--- src/rtl/nseq_pkg.sv ---
`timescale 1ns/1ps
package nseq_pkg;
   localparam int ACYC_W = 3;

   typedef enum logic [1:0] {
      BK_CMD  = 2'd0,
      BK_ADDR = 2'd1,
      BK_WDAT = 2'd2,
      BK_RDAT = 2'd3
   } bkind_e;

   typedef struct packed {
      logic              data_ph;
      logic              end_ok;
      logic [7:0]        op_start;
      logic [7:0]        op_end;
      logic [ACYC_W-1:0] acyc;
   } acc_dec_t;

   typedef struct packed {
      logic              rd;
      logic              do_start;
      logic [ACYC_W-1:0] n_addr;
      logic [2:0]        n_data;
      logic              do_end;
      logic [ACYC_W-1:0] pend_nxt;
   } acc_plan_t;
endpackage

--- src/rtl/nseq_decode.sv ---
`timescale 1ns/1ps
module nseq_decode
   import nseq_pkg::*;
(
   input  logic [20:0] fld,   // access address bits 23:3
   output acc_dec_t    dec
);
   localparam int PH_BIT  = 16;  // address bit 19
   localparam int EOK_BIT = 17;  // address bit 20
   localparam int CNT_LSB = 18;  // address bits 23:21

   always_comb begin
      dec.data_ph  = fld[PH_BIT];
      dec.end_ok   = fld[EOK_BIT];
      dec.op_start = fld[7:0];
      dec.op_end   = fld[15:8];
      dec.acyc     = fld[PH_BIT] ? '0 : fld[CNT_LSB +: ACYC_W];
   end
endmodule

--- src/rtl/nseq_plan.sv ---
`timescale 1ns/1ps
module nseq_plan
   import nseq_pkg::*;
#(
   parameter int BURST = 4,
   parameter int MAXB  = 4
) (
   input  acc_dec_t          dec,
   input  logic              is_wr,
   input  logic [2:0]        size,
   input  logic [ACYC_W-1:0] pend,
   output acc_plan_t         plan
);
   localparam logic [ACYC_W-1:0] BURST_C = ACYC_W'(BURST);
   localparam logic [2:0]        MAXB_C  = 3'(MAXB);

   logic [2:0]        nbytes;
   logic [ACYC_W-1:0] eff;

   always_comb begin
      nbytes = (size == 3'd0 || size > MAXB_C) ? MAXB_C : size;
      eff           = '0;
      plan          = '0;
      plan.pend_nxt = pend;
      if (!is_wr) begin
         plan.rd     = 1'b1;
         plan.n_data = nbytes;
      end else if (dec.data_ph) begin
         plan.n_data   = nbytes;
         plan.pend_nxt = '0;
         plan.do_end   = dec.end_ok;
      end else begin
         plan.do_start = (pend == '0);
         if (dec.acyc == '0)
            eff = '0;
         else if (pend != '0)
            eff = pend;
         else
            eff = dec.acyc;
         if (eff > BURST_C) begin
            plan.n_addr   = BURST_C;
            plan.pend_nxt = eff - BURST_C;
         end else begin
            plan.n_addr   = eff;
            plan.pend_nxt = '0;
         end
         plan.do_end = dec.end_ok && (plan.pend_nxt == '0);
      end
   end
endmodule

--- src/rtl/nseq_strobe.sv ---
`timescale 1ns/1ps
module nseq_strobe
   import nseq_pkg::*;
#(
   parameter int STROBE_CLKS = 2
) (
   input  logic       clk,
   input  logic       rst_n,
   input  logic       go,
   input  bkind_e     kind,
   input  logic [7:0] byte_out,
   input  logic [7:0] io_in,
   output logic       busy,
   output logic       done,
   output logic [7:0] rd_byte,
   output logic       cle,
   output logic       ale,
   output logic       we_n,
   output logic       re_n,
   output logic [7:0] io_out,
   output logic       io_oe
);
   localparam int CW = (STROBE_CLKS > 1) ? $clog2(STROBE_CLKS) : 1;

   typedef enum logic [1:0] {PH_IDLE, PH_SETUP, PH_LOW, PH_HOLD} ph_e;

   ph_e        ph;
   bkind_e     kind_q;
   logic [7:0] byte_q;
   logic       last_low;

   generate
      if (STROBE_CLKS == 1) begin : g_single
         assign last_low = 1'b1;
      end else begin : g_count
         localparam logic [CW-1:0] LAST = CW'(STROBE_CLKS - 1);
         logic [CW-1:0] cnt;
         always_ff @(posedge clk or negedge rst_n) begin
            if (!rst_n)
               cnt <= '0;
            else if (ph != PH_LOW)
               cnt <= '0;
            else if (cnt != LAST)
               cnt <= cnt + CW'(1);
         end
         assign last_low = (cnt == LAST);
      end
   endgenerate

   always_ff @(posedge clk or negedge rst_n) begin
      if (!rst_n) begin
         ph      <= PH_IDLE;
         kind_q  <= BK_CMD;
         byte_q  <= '0;
         rd_byte <= '0;
         done    <= 1'b0;
      end else begin
         done <= 1'b0;
         case (ph)
            PH_IDLE: if (go) begin
               ph     <= PH_SETUP;
               kind_q <= kind;
               byte_q <= byte_out;
            end
            PH_SETUP: ph <= PH_LOW;
            PH_LOW: if (last_low) begin
               ph <= PH_HOLD;
               if (kind_q == BK_RDAT) rd_byte <= io_in;
            end
            default: begin
               ph   <= PH_IDLE;
               done <= 1'b1;
            end
         endcase
      end
   end

   always_comb begin
      busy   = (ph != PH_IDLE);
      cle    = busy && (kind_q == BK_CMD);
      ale    = busy && (kind_q == BK_ADDR);
      io_oe  = busy && (kind_q != BK_RDAT);
      io_out = io_oe ? byte_q : 8'h00;
      we_n   = !((ph == PH_LOW) && (kind_q != BK_RDAT));
      re_n   = !((ph == PH_LOW) && (kind_q == BK_RDAT));
   end
endmodule

--- src/rtl/nand_cycle_sequencer.sv ---
`timescale 1ns/1ps
module nand_cycle_sequencer
   import nseq_pkg::*;
#(
   parameter int ADDR_W      = 24,
   parameter int DATA_W      = 32,
   parameter int STROBE_CLKS = 2,
   parameter int ADDR_BURST  = 4,
   parameter int NUM_RB      = 2
) (
   input  logic              clk,
   input  logic              rst_n,
   input  logic              req_valid,
   output logic              req_ready,
   input  logic              req_write,
   input  logic              req_nand,
   input  logic [ADDR_W-1:0] req_addr,
   input  logic [DATA_W-1:0] req_wdata,
   input  logic [2:0]        req_size,
   output logic [DATA_W-1:0] req_rdata,
   output logic [7:0]        nf_io_out,
   output logic              nf_io_oe,
   input  logic [7:0]        nf_io_in,
   output logic              nf_cle,
   output logic              nf_ale,
   output logic              nf_we_n,
   output logic              nf_re_n,
   input  logic [NUM_RB-1:0] nf_rb
);
   localparam int BYTES  = DATA_W / 8;
   localparam int IDX_W  = $clog2(BYTES);
   localparam int RB_LSB = 5;

   generate
      if (ADDR_W < 24) begin : g_bad_addr
         $error("ADDR_W must be at least 24");
      end
      if (DATA_W != 16 && DATA_W != 32) begin : g_bad_data
         $error("DATA_W must be 16 or 32");
      end
      if (ADDR_BURST < 1 || ADDR_BURST > BYTES) begin : g_bad_burst
         $error("ADDR_BURST must be 1..DATA_W/8");
      end
      if (STROBE_CLKS < 1) begin : g_bad_strobe
         $error("STROBE_CLKS must be at least 1");
      end
      if (NUM_RB < 1 || NUM_RB > DATA_W - RB_LSB) begin : g_bad_rb
         $error("NUM_RB out of range");
      end
   endgenerate

   typedef enum logic [1:0] {ST_IDLE, ST_RUN, ST_DONE} st_e;

   st_e               st;
   acc_dec_t          dec;
   acc_plan_t         plan;
   logic [ACYC_W-1:0] pend_q;
   logic              do_start_q, do_end_q, rd_q;
   logic [ACYC_W-1:0] addr_left;
   logic [2:0]        data_left;
   logic [IDX_W-1:0]  idx_q, rd_pos;
   logic [DATA_W-1:0] wdata_q, rdata_q, status_w;
   logic [7:0]        op_s, op_e;

   logic              have_item, go, eng_busy, eng_done;
   bkind_e            go_kind;
   logic [7:0]        go_byte, eng_rd;

   nseq_decode u_dec (
      .fld (req_addr[23:3]),
      .dec (dec)
   );

   nseq_plan #(.BURST(ADDR_BURST), .MAXB(BYTES)) u_plan (
      .dec   (dec),
      .is_wr (req_write),
      .size  (req_size),
      .pend  (pend_q),
      .plan  (plan)
   );

   nseq_strobe #(.STROBE_CLKS(STROBE_CLKS)) u_eng (
      .clk      (clk),
      .rst_n    (rst_n),
      .go       (go),
      .kind     (go_kind),
      .byte_out (go_byte),
      .io_in    (nf_io_in),
      .busy     (eng_busy),
      .done     (eng_done),
      .rd_byte  (eng_rd),
      .cle      (nf_cle),
      .ale      (nf_ale),
      .we_n     (nf_we_n),
      .re_n     (nf_re_n),
      .io_out   (nf_io_out),
      .io_oe    (nf_io_oe)
   );

   always_comb begin
      status_w = '0;
      for (int i = 0; i < NUM_RB; i++) status_w[RB_LSB + i] = nf_rb[i];
   end

   // Next byte: opening opcode, address bytes, data bytes, closing opcode.
   always_comb begin
      have_item = do_start_q || (addr_left != '0) || (data_left != '0) || do_end_q;
      go        = (st == ST_RUN) && !eng_busy && have_item;
      if (do_start_q) begin
         go_kind = BK_CMD;
         go_byte = op_s;
      end else if (addr_left != '0) begin
         go_kind = BK_ADDR;
         go_byte = wdata_q[{idx_q, 3'b000} +: 8];
      end else if (data_left != '0) begin
         go_kind = rd_q ? BK_RDAT : BK_WDAT;
         go_byte = wdata_q[{idx_q, 3'b000} +: 8];
      end else begin
         go_kind = BK_CMD;
         go_byte = op_e;
      end
   end

   always_ff @(posedge clk or negedge rst_n) begin
      if (!rst_n) begin
         st         <= ST_IDLE;
         pend_q     <= '0;
         do_start_q <= 1'b0;
         do_end_q   <= 1'b0;
         rd_q       <= 1'b0;
         addr_left  <= '0;
         data_left  <= '0;
         idx_q      <= '0;
         rd_pos     <= '0;
         wdata_q    <= '0;
         rdata_q    <= '0;
         op_s       <= '0;
         op_e       <= '0;
      end else begin
         case (st)
            ST_IDLE: if (req_valid) begin
               if (!req_nand) begin
                  rdata_q <= (!req_write && req_addr == '0) ? status_w : '0;
                  st      <= ST_DONE;
               end else begin
                  pend_q     <= plan.pend_nxt;
                  do_start_q <= plan.do_start;
                  addr_left  <= plan.n_addr;
                  data_left  <= plan.n_data;
                  do_end_q   <= plan.do_end;
                  rd_q       <= plan.rd;
                  idx_q      <= '0;
                  rd_pos     <= '0;
                  wdata_q    <= req_wdata;
                  op_s       <= dec.op_start;
                  op_e       <= dec.op_end;
                  rdata_q    <= '0;
                  st         <= ST_RUN;
               end
            end
            ST_RUN: begin
               if (go) begin
                  if (do_start_q) begin
                     do_start_q <= 1'b0;
                  end else if (addr_left != '0) begin
                     addr_left <= addr_left - ACYC_W'(1);
                     idx_q     <= idx_q + IDX_W'(1);
                  end else if (data_left != '0) begin
                     data_left <= data_left - 3'd1;
                     idx_q     <= idx_q + IDX_W'(1);
                  end else begin
                     do_end_q <= 1'b0;
                  end
               end
               if (eng_done && rd_q) begin
                  rdata_q[{rd_pos, 3'b000} +: 8] <= eng_rd;
                  rd_pos <= rd_pos + IDX_W'(1);
               end
               if (!eng_busy && !have_item) st <= ST_DONE;
            end
            default: st <= ST_IDLE;
         endcase
      end
   end

   assign req_ready = (st == ST_DONE);
   assign req_rdata = rdata_q;
endmodule

--- config.mk ---
export PLATFORM = sky130hd
export DESIGN_NAME = nand_cycle_sequencer
export DESIGN_NICKNAME = d
export VERILOG_FILES = /design/src/rtl/nseq_pkg.sv /design/src/rtl/nseq_decode.sv /design/src/rtl/nseq_plan.sv /design/src/rtl/nseq_strobe.sv /design/src/rtl/nand_cycle_sequencer.sv
export SDC_FILE = /design/constraint.sdc
export NUM_CORES = 1
export LEC_CHECK = 0
export BUFFER_PORTS_ARGS = -buffer_cell sky130_fd_sc_hd__buf_2
export CORE_MARGIN = 5
export CORE_UTILIZATION = 40
export CTS_BUF_LIST = sky130_fd_sc_hd__clkbuf_16
export CTS_CLUSTER_SIZE = 10
export DETAILED_ROUTE_END_ITERATION = 12
export GPL_TIMING_DRIVEN = 0
export RECOVER_POWER = 50
export SLEW_MARGIN = 30
export SYNTH_ARGS = -nofsm -noshare
export SYNTH_HDL_FRONTEND = slang
export SYNTH_SLANG_ARGS = --single-unit
--- constraint.sdc ---
create_clock -name clk -period 6.13 [get_ports clk]
set_clock_uncertainty 0.15 [all_clocks]
set_input_delay 0.613 -clock clk [delete_from_list [all_inputs] [get_ports clk]]
set_output_delay 0.613 -clock clk [all_outputs]
set_load 0.01 [all_outputs]
---- Yosys cells after proc, flatten, opt, wreduce, memory -nomap -nowiden ----
Cells that the tools add are included.
storage, ports and cells
  register bits after elaboration ......... 120
  bits in latches ......................... 0
  RAM bits ................................ 0
  memory bits (read-only) ................. 0
  input port bits ......................... 74
  output and inout bits ................... 46
  logic and storage cells ................. 173
  memories ................................ 0
operators by class
  $add $sub $neg .......................... 7
  multipliers ............................. 0
  div/mod/pow operators ................... 0
  $lt $le $gt $ge ......................... 2
  equal/unequal tests ..................... 21
  shifts and indexed selects .............. 3
  mux-type cells .......................... 74
  bitwise logic cells ..................... 0
  reduce and logical (&&, ||, !) cells .... 47
operators with widths
  operator                                                                count
  3-bit two-way mux                                                       23
  32-bit two-way mux                                                      2
  32-bit case mux with 2 select lines                                     1
  32-bit bitwise mux                                                      1
  8-bit two-way mux                                                       4
  8-bit by 7-bit variable shift with 32-bit output, first input constant  1
  32-bit by 6-bit variable part select with 8-bit output                  1
  8-bit by 7-bit variable part select with 32-bit output                  1
  2-bit two-way mux                                                       15
  24-bit zero test                                                        1
  2-bit != test, second input constant                                    9
  4-bit two-way mux                                                       4
  1-bit two-way mux                                                       14
  7-bit two-way mux                                                       2
  7-bit AND reduction                                                     2
  3-bit zero test                                                         4
  2-bit case mux with 2 select lines                                      3
  3-bit case mux with 2 select lines                                      2
  4-bit AND reduction                                                     3
  6-bit AND reduction                                                     2
  1-bit logical AND                                                       11
  2-bit by 1-bit != test with 1-bit output, second input constant         5
  3-bit AND reduction                                                     3
  3-bit nonzero test                                                      3
  17 further kinds                                                        37

---- Depth between registers and ports, before layout ----
  depth in word-level cells ............... 16
  depth in mapped cells ................... 7
  gate-level depth less buffers ........... 6

---- By module ----
Synthesis repeated with hierarchy kept, for this count alone.
unflattened totals
  cells, all modules ...................... 537
  area total of the unflattened synthesis .. 6,063.3 µm²
by module, submodules not included
  module                times used  cells each  area each (µm²)  sequential area each (µm²)
  nand_cycle_sequencer  1           409         4,702.0          2,452.4
  nseq_strobe           1           72          994.7            550.5
  nseq_plan             1           35          212.7            0.0
  nseq_decode           1           21          153.9            0.0

---- Worst setup path after synthesis ----
Ideal clock, no wire load.
  kind .................................... register -> output
  from .................................... reg u_eng.ph[0]
  to ...................................... out nf_io_out[0]
  data arrival time ....................... 1.292 ns
  required time ........................... 5.367 ns
  path slack .............................. 4.075 ns
  cell stages (with the launch flop) ...... 5
  buffers on the path ..................... 0
  path through ............................ dfrtp_1 -> inv_1 -> ha_1 -> a21oi_1 -> and2_1
between the ends
  word-level cells in the longest chain between the ends .. 3
RTL lines
  item                      RTL line                    text
  start: declaration        nseq_strobe.sv:27           ph_e ph;
  start signal: assignment  nseq_strobe.sv:52           ph <= PH_IDLE;
  start signal: assignment  nseq_strobe.sv:61           ph <= PH_SETUP;
  start signal: assignment  nseq_strobe.sv:65           PH_SETUP: ph <= PH_LOW;
  2-bit nonzero test        nseq_strobe.sv:79           busy = (ph != PH_IDLE);
  1-bit logical AND         nseq_strobe.sv:82           io_oe = busy && (kind_q != BK_RDAT);
  named net nf_io_oe        nand_cycle_sequencer.sv:22  output logic nf_io_oe,
  8-bit two-way mux         nseq_strobe.sv:83           io_out = io_oe ? byte_q : 8'h00;
  end: declaration          nand_cycle_sequencer.sv:21  output logic [7:0] nf_io_out,
The timed path passes the listed nets, and every way through them passes these cells.

---- Final worst setup path ----
  from .................................... reg u_eng.ph[0]
  to ...................................... out nf_io_out[7]
between the ends
  word-level cells in the longest chain between the ends .. 3
RTL lines
  item                RTL line
  2-bit nonzero test  nseq_strobe.sv:79
  1-bit logical AND   nseq_strobe.sv:82
  8-bit two-way mux   nseq_strobe.sv:83
Every way passes these cells.

==> summary.md <==
| Metric | Value |
|---|---|
| First-pass GRT wire length | 25100 um |
| Fill cells | 1394 |
| Arrival @ worst endpoint | 2.01 ns |
| Post-CTS setup buffers | 0 |
| Startpoint Class | flip-flop |
| Power Density | 491 mW/mm^2 |
| Initial DRC Count | 263 |
| Root buf cell | clkbuf_16 |
| Number of buffers and inverters on the critical path | 2 |
| Max Buffers Root-to-Sink | 2 |
| Core region area | 0.0144 mm^2 |
| EDFF count, synth | 0 |
| WS Path Type | reg -> out |
| Synth Flop Type | dfrtp_1 |
| HPWL after detailed placement | 11300 um |
| DIE AREA | 0.0170 mm^2 |
| Worst Path Max Fanout | 9 |
| Worst-Skew Late Latency | 0.42 ns |
| Maximum vdd drop | 0.233 mV |
| Initial antenna violation count | 0 |
| Lkg Pwr | 0.00352 uW |
| First drt pass iteration count | 5 |
| Global placement routability congestion | 0.857 |
| Register Area | 0.00300 mm^2 |
| Resize count post-CTS | 0 |
| Initial Util | 0.402 |
| Violated checks | max-capacitance violations, max-slew violations |
| Die Ht | 130 um |
| Hold-fix buffers, CTS | 1 |
| CTS tree | built |
| Crit end category | primary output |
| Min Clock Period, post-route | 2.77 ns |
| Synth Register Bits | 120 |
| Ratio of cells with drive above 1 in the final layout | 0.223 |
| Final period util | 0.452 |
| Site Rows | 44 |
| CTS Buf Count | 17 |
| Sequential share of the synthesized area | 0.519 |
| IO Count | 120 |
| Synth area leaders | dfrtp_1 52%, nand2_1 11%, nand3_1 3.3% |
| Post-layout util | 0.500 |
| Synthesis-to-finish area growth | 24.4% |
| Antenna Violating Nets Remaining | 0 |
| CP max stage cell | a21oi_1 |
| Count leader, synth | nand2_1 |
| Relative max-transition margin | -0.266 |
| Synth area leader | dfrtp_1 |
| Synth Cell Area | 0.00578 mm^2 |
| Critical path required time | 5.37 ns |
| Number of diodes | 0 |
| Yosys top cell area share | 0.519 |
| Ys Warns | 0 |
| Nets | 841 |
| Post-Route WL | 15400 um |
| Pre-CTS WS | 3.74 ns |
| Vias in the first global route | 5078 |
| Final Max Slew Viols | 34 |
| Worst-Margin Slew | 1.90 ns |
| HP Class | in -> reg |
| CTS H-tree lvls | 4 |
| Post-Synthesis Cells | 617 |
| Largest net degree at the start of global routing | 88 |
| Vias | 4851 |
| R2r setup slk | 3.87 ns |
| Routed len/inst | 16.2 um |
| Netlist cell types | 55 |
| Worst path max stage delay | 0.48 ns |
| Area of the multi-input gates | 0.00244 mm^2 |
| Port Buffer Count | 117 |
| Drt drc | 0 |
| Synthesized area per cell | 9.37 um^2 |
| Total global routing overflow | 0 |
| Critical-path cell list | inv_1 -> ha_1 -> a21oi_1 -> and2_1 -> buf_2 |
| Synth async-reset ratio | 1.00 |
| Outcome | finished, violations left |
| Worst-path clk slew | 0.06 ns |
| Synthesized net count | 703 |
| Final hold vios | 0 |
| Final setup vio count | 0 |
| Crit path max-delay family | compound AO/OA/AOI/OAI gates |
| Die W | 130 um |
| Max Clk Rate | 361 MHz |
| Sink Count | 120 |
| Final TNS setup | 0 ns |
| PnR worst setup slack | 3.36 ns |
| All-Layer GR Usage | 0.192 |
| Hold WS | 0.229 ns |
| Vias per cell | 5.10 |
| Max-Cap Viols | 1 |
| Unrepaired setup endpoints after global routing | no |
| Post-synth top cells | 167 x nand2_1, 120 x dfrtp_1, 49 x inv_1, 38 x nand3_1, 32 x o21ai_0 |
[state kept, by name, summed over array words and instances (netlist names), 2 cells and up]
register	cells
addr_left	3
data_left	3
idx_q	2
op_e	8
op_s	8
pend_q	3
rd_pos	2
req_rdata	32
st	2
u_eng.byte_q	8
u_eng.kind_q	2
u_eng.ph	2
u_eng.rd_byte	8
wdata_q	32
[final timing paths]
kind,cells past startpoint,start,endpoint
worst max-delay path,5,u_eng.ph[0],nf_io_out[7]
worst min-delay path,3,req_wdata[23],wdata_q[23]
worst max register to register,6,rd_pos[0],req_rdata[26]
worst min register to register,2,req_rdata[1],req_rdata[1]
max in group asynchronous,3,rst_n,pend_q[0]
min in group asynchronous,2,rst_n,req_rdata[16]
[placed cells by master (no fill, tap or decap), types with 2 or more instances in the layout]
cell type / count
nand2_1: 167
dfrtp_1: 120
buf_2: 109
inv_1: 49
nand3_1: 38
clkbuf_1: 37
o21ai_0: 32
a21oi_1: 21
o21ai_1: 18
clkbuf_16: 17
nor2_1: 14
mux2_2: 12
ha_1: 12
nand4_1: 9
and2_1: 8
mux4_2: 8
a22o_1: 8
nor3_1: 7
nor4_1: 7
clkinv_2: 5
nand2b_1: 4
a31oi_1: 4
nor2b_1: 3
a21o_1: 3
buf_4: 3
o22a_1: 3
clkinv_1: 3
bufinv_16: 3
nor3b_1: 2
nor4bb_1: 2
nand4bb_1: 2
nor4b_1: 2
mux2i_1: 2
nand3b_1: 2
o32a_1: 2
clkinvlp_4: 2
[kinds of logic after synthesis]
kind of cell / share of synthesized area
and+or+nand+nor: 0.229
DFF: 0.519
AOI/OAI and AO/OA: 0.108
buffers and inverters: 0.0576
muxes: 0.0600
adders and majority gates: 0.0260
[tightest hold or removal path: stages]
cell,delay (ns)
buf_2,0.07
nand2_1,0.04
nand2_1,0.04
[metrics by stage]
step                      std cells  area (um^2)  power, uW
after floorplan                 617         5780       2150
after global placement          918         6600       2520
after detailed placement        919         6630       2570
after CTS                       952         7230       3570
after global routing            952         7190       3780
final                           952         7190       3530
[layout make-up]
class / instances / area share
Tap cell: 184 / 0.0320
Multi-Input combinational cell: 416 / 0.340
Clock buffer: 17 / 0.0592
Sequential cell: 120 / 0.418
Timing Repair Buffer: 119 / 0.0833
Clock inverter: 15 / 0.0221
Buffer: 32 / 0.0202
Inverter: 49 / 0.0256
[power breakdown]
part           total, uW  internal, uW  switching [uW]
Clock                991           631             360
Sequential          1330          1100             229
Combinational       1210           519             694
Total               3530          2250            1280
[routing by layer]
layer  wire [um]  vias to the layer above  global-route usage
met2        7510                      150               0.315
met4         285                        0              0.0740
met3         949                       19              0.0573
met5           0                        -                   0
met1        6690                     2314               0.238
li1            -                     2368                   -
No activity file was read; power rests on OpenSTA's default activity.
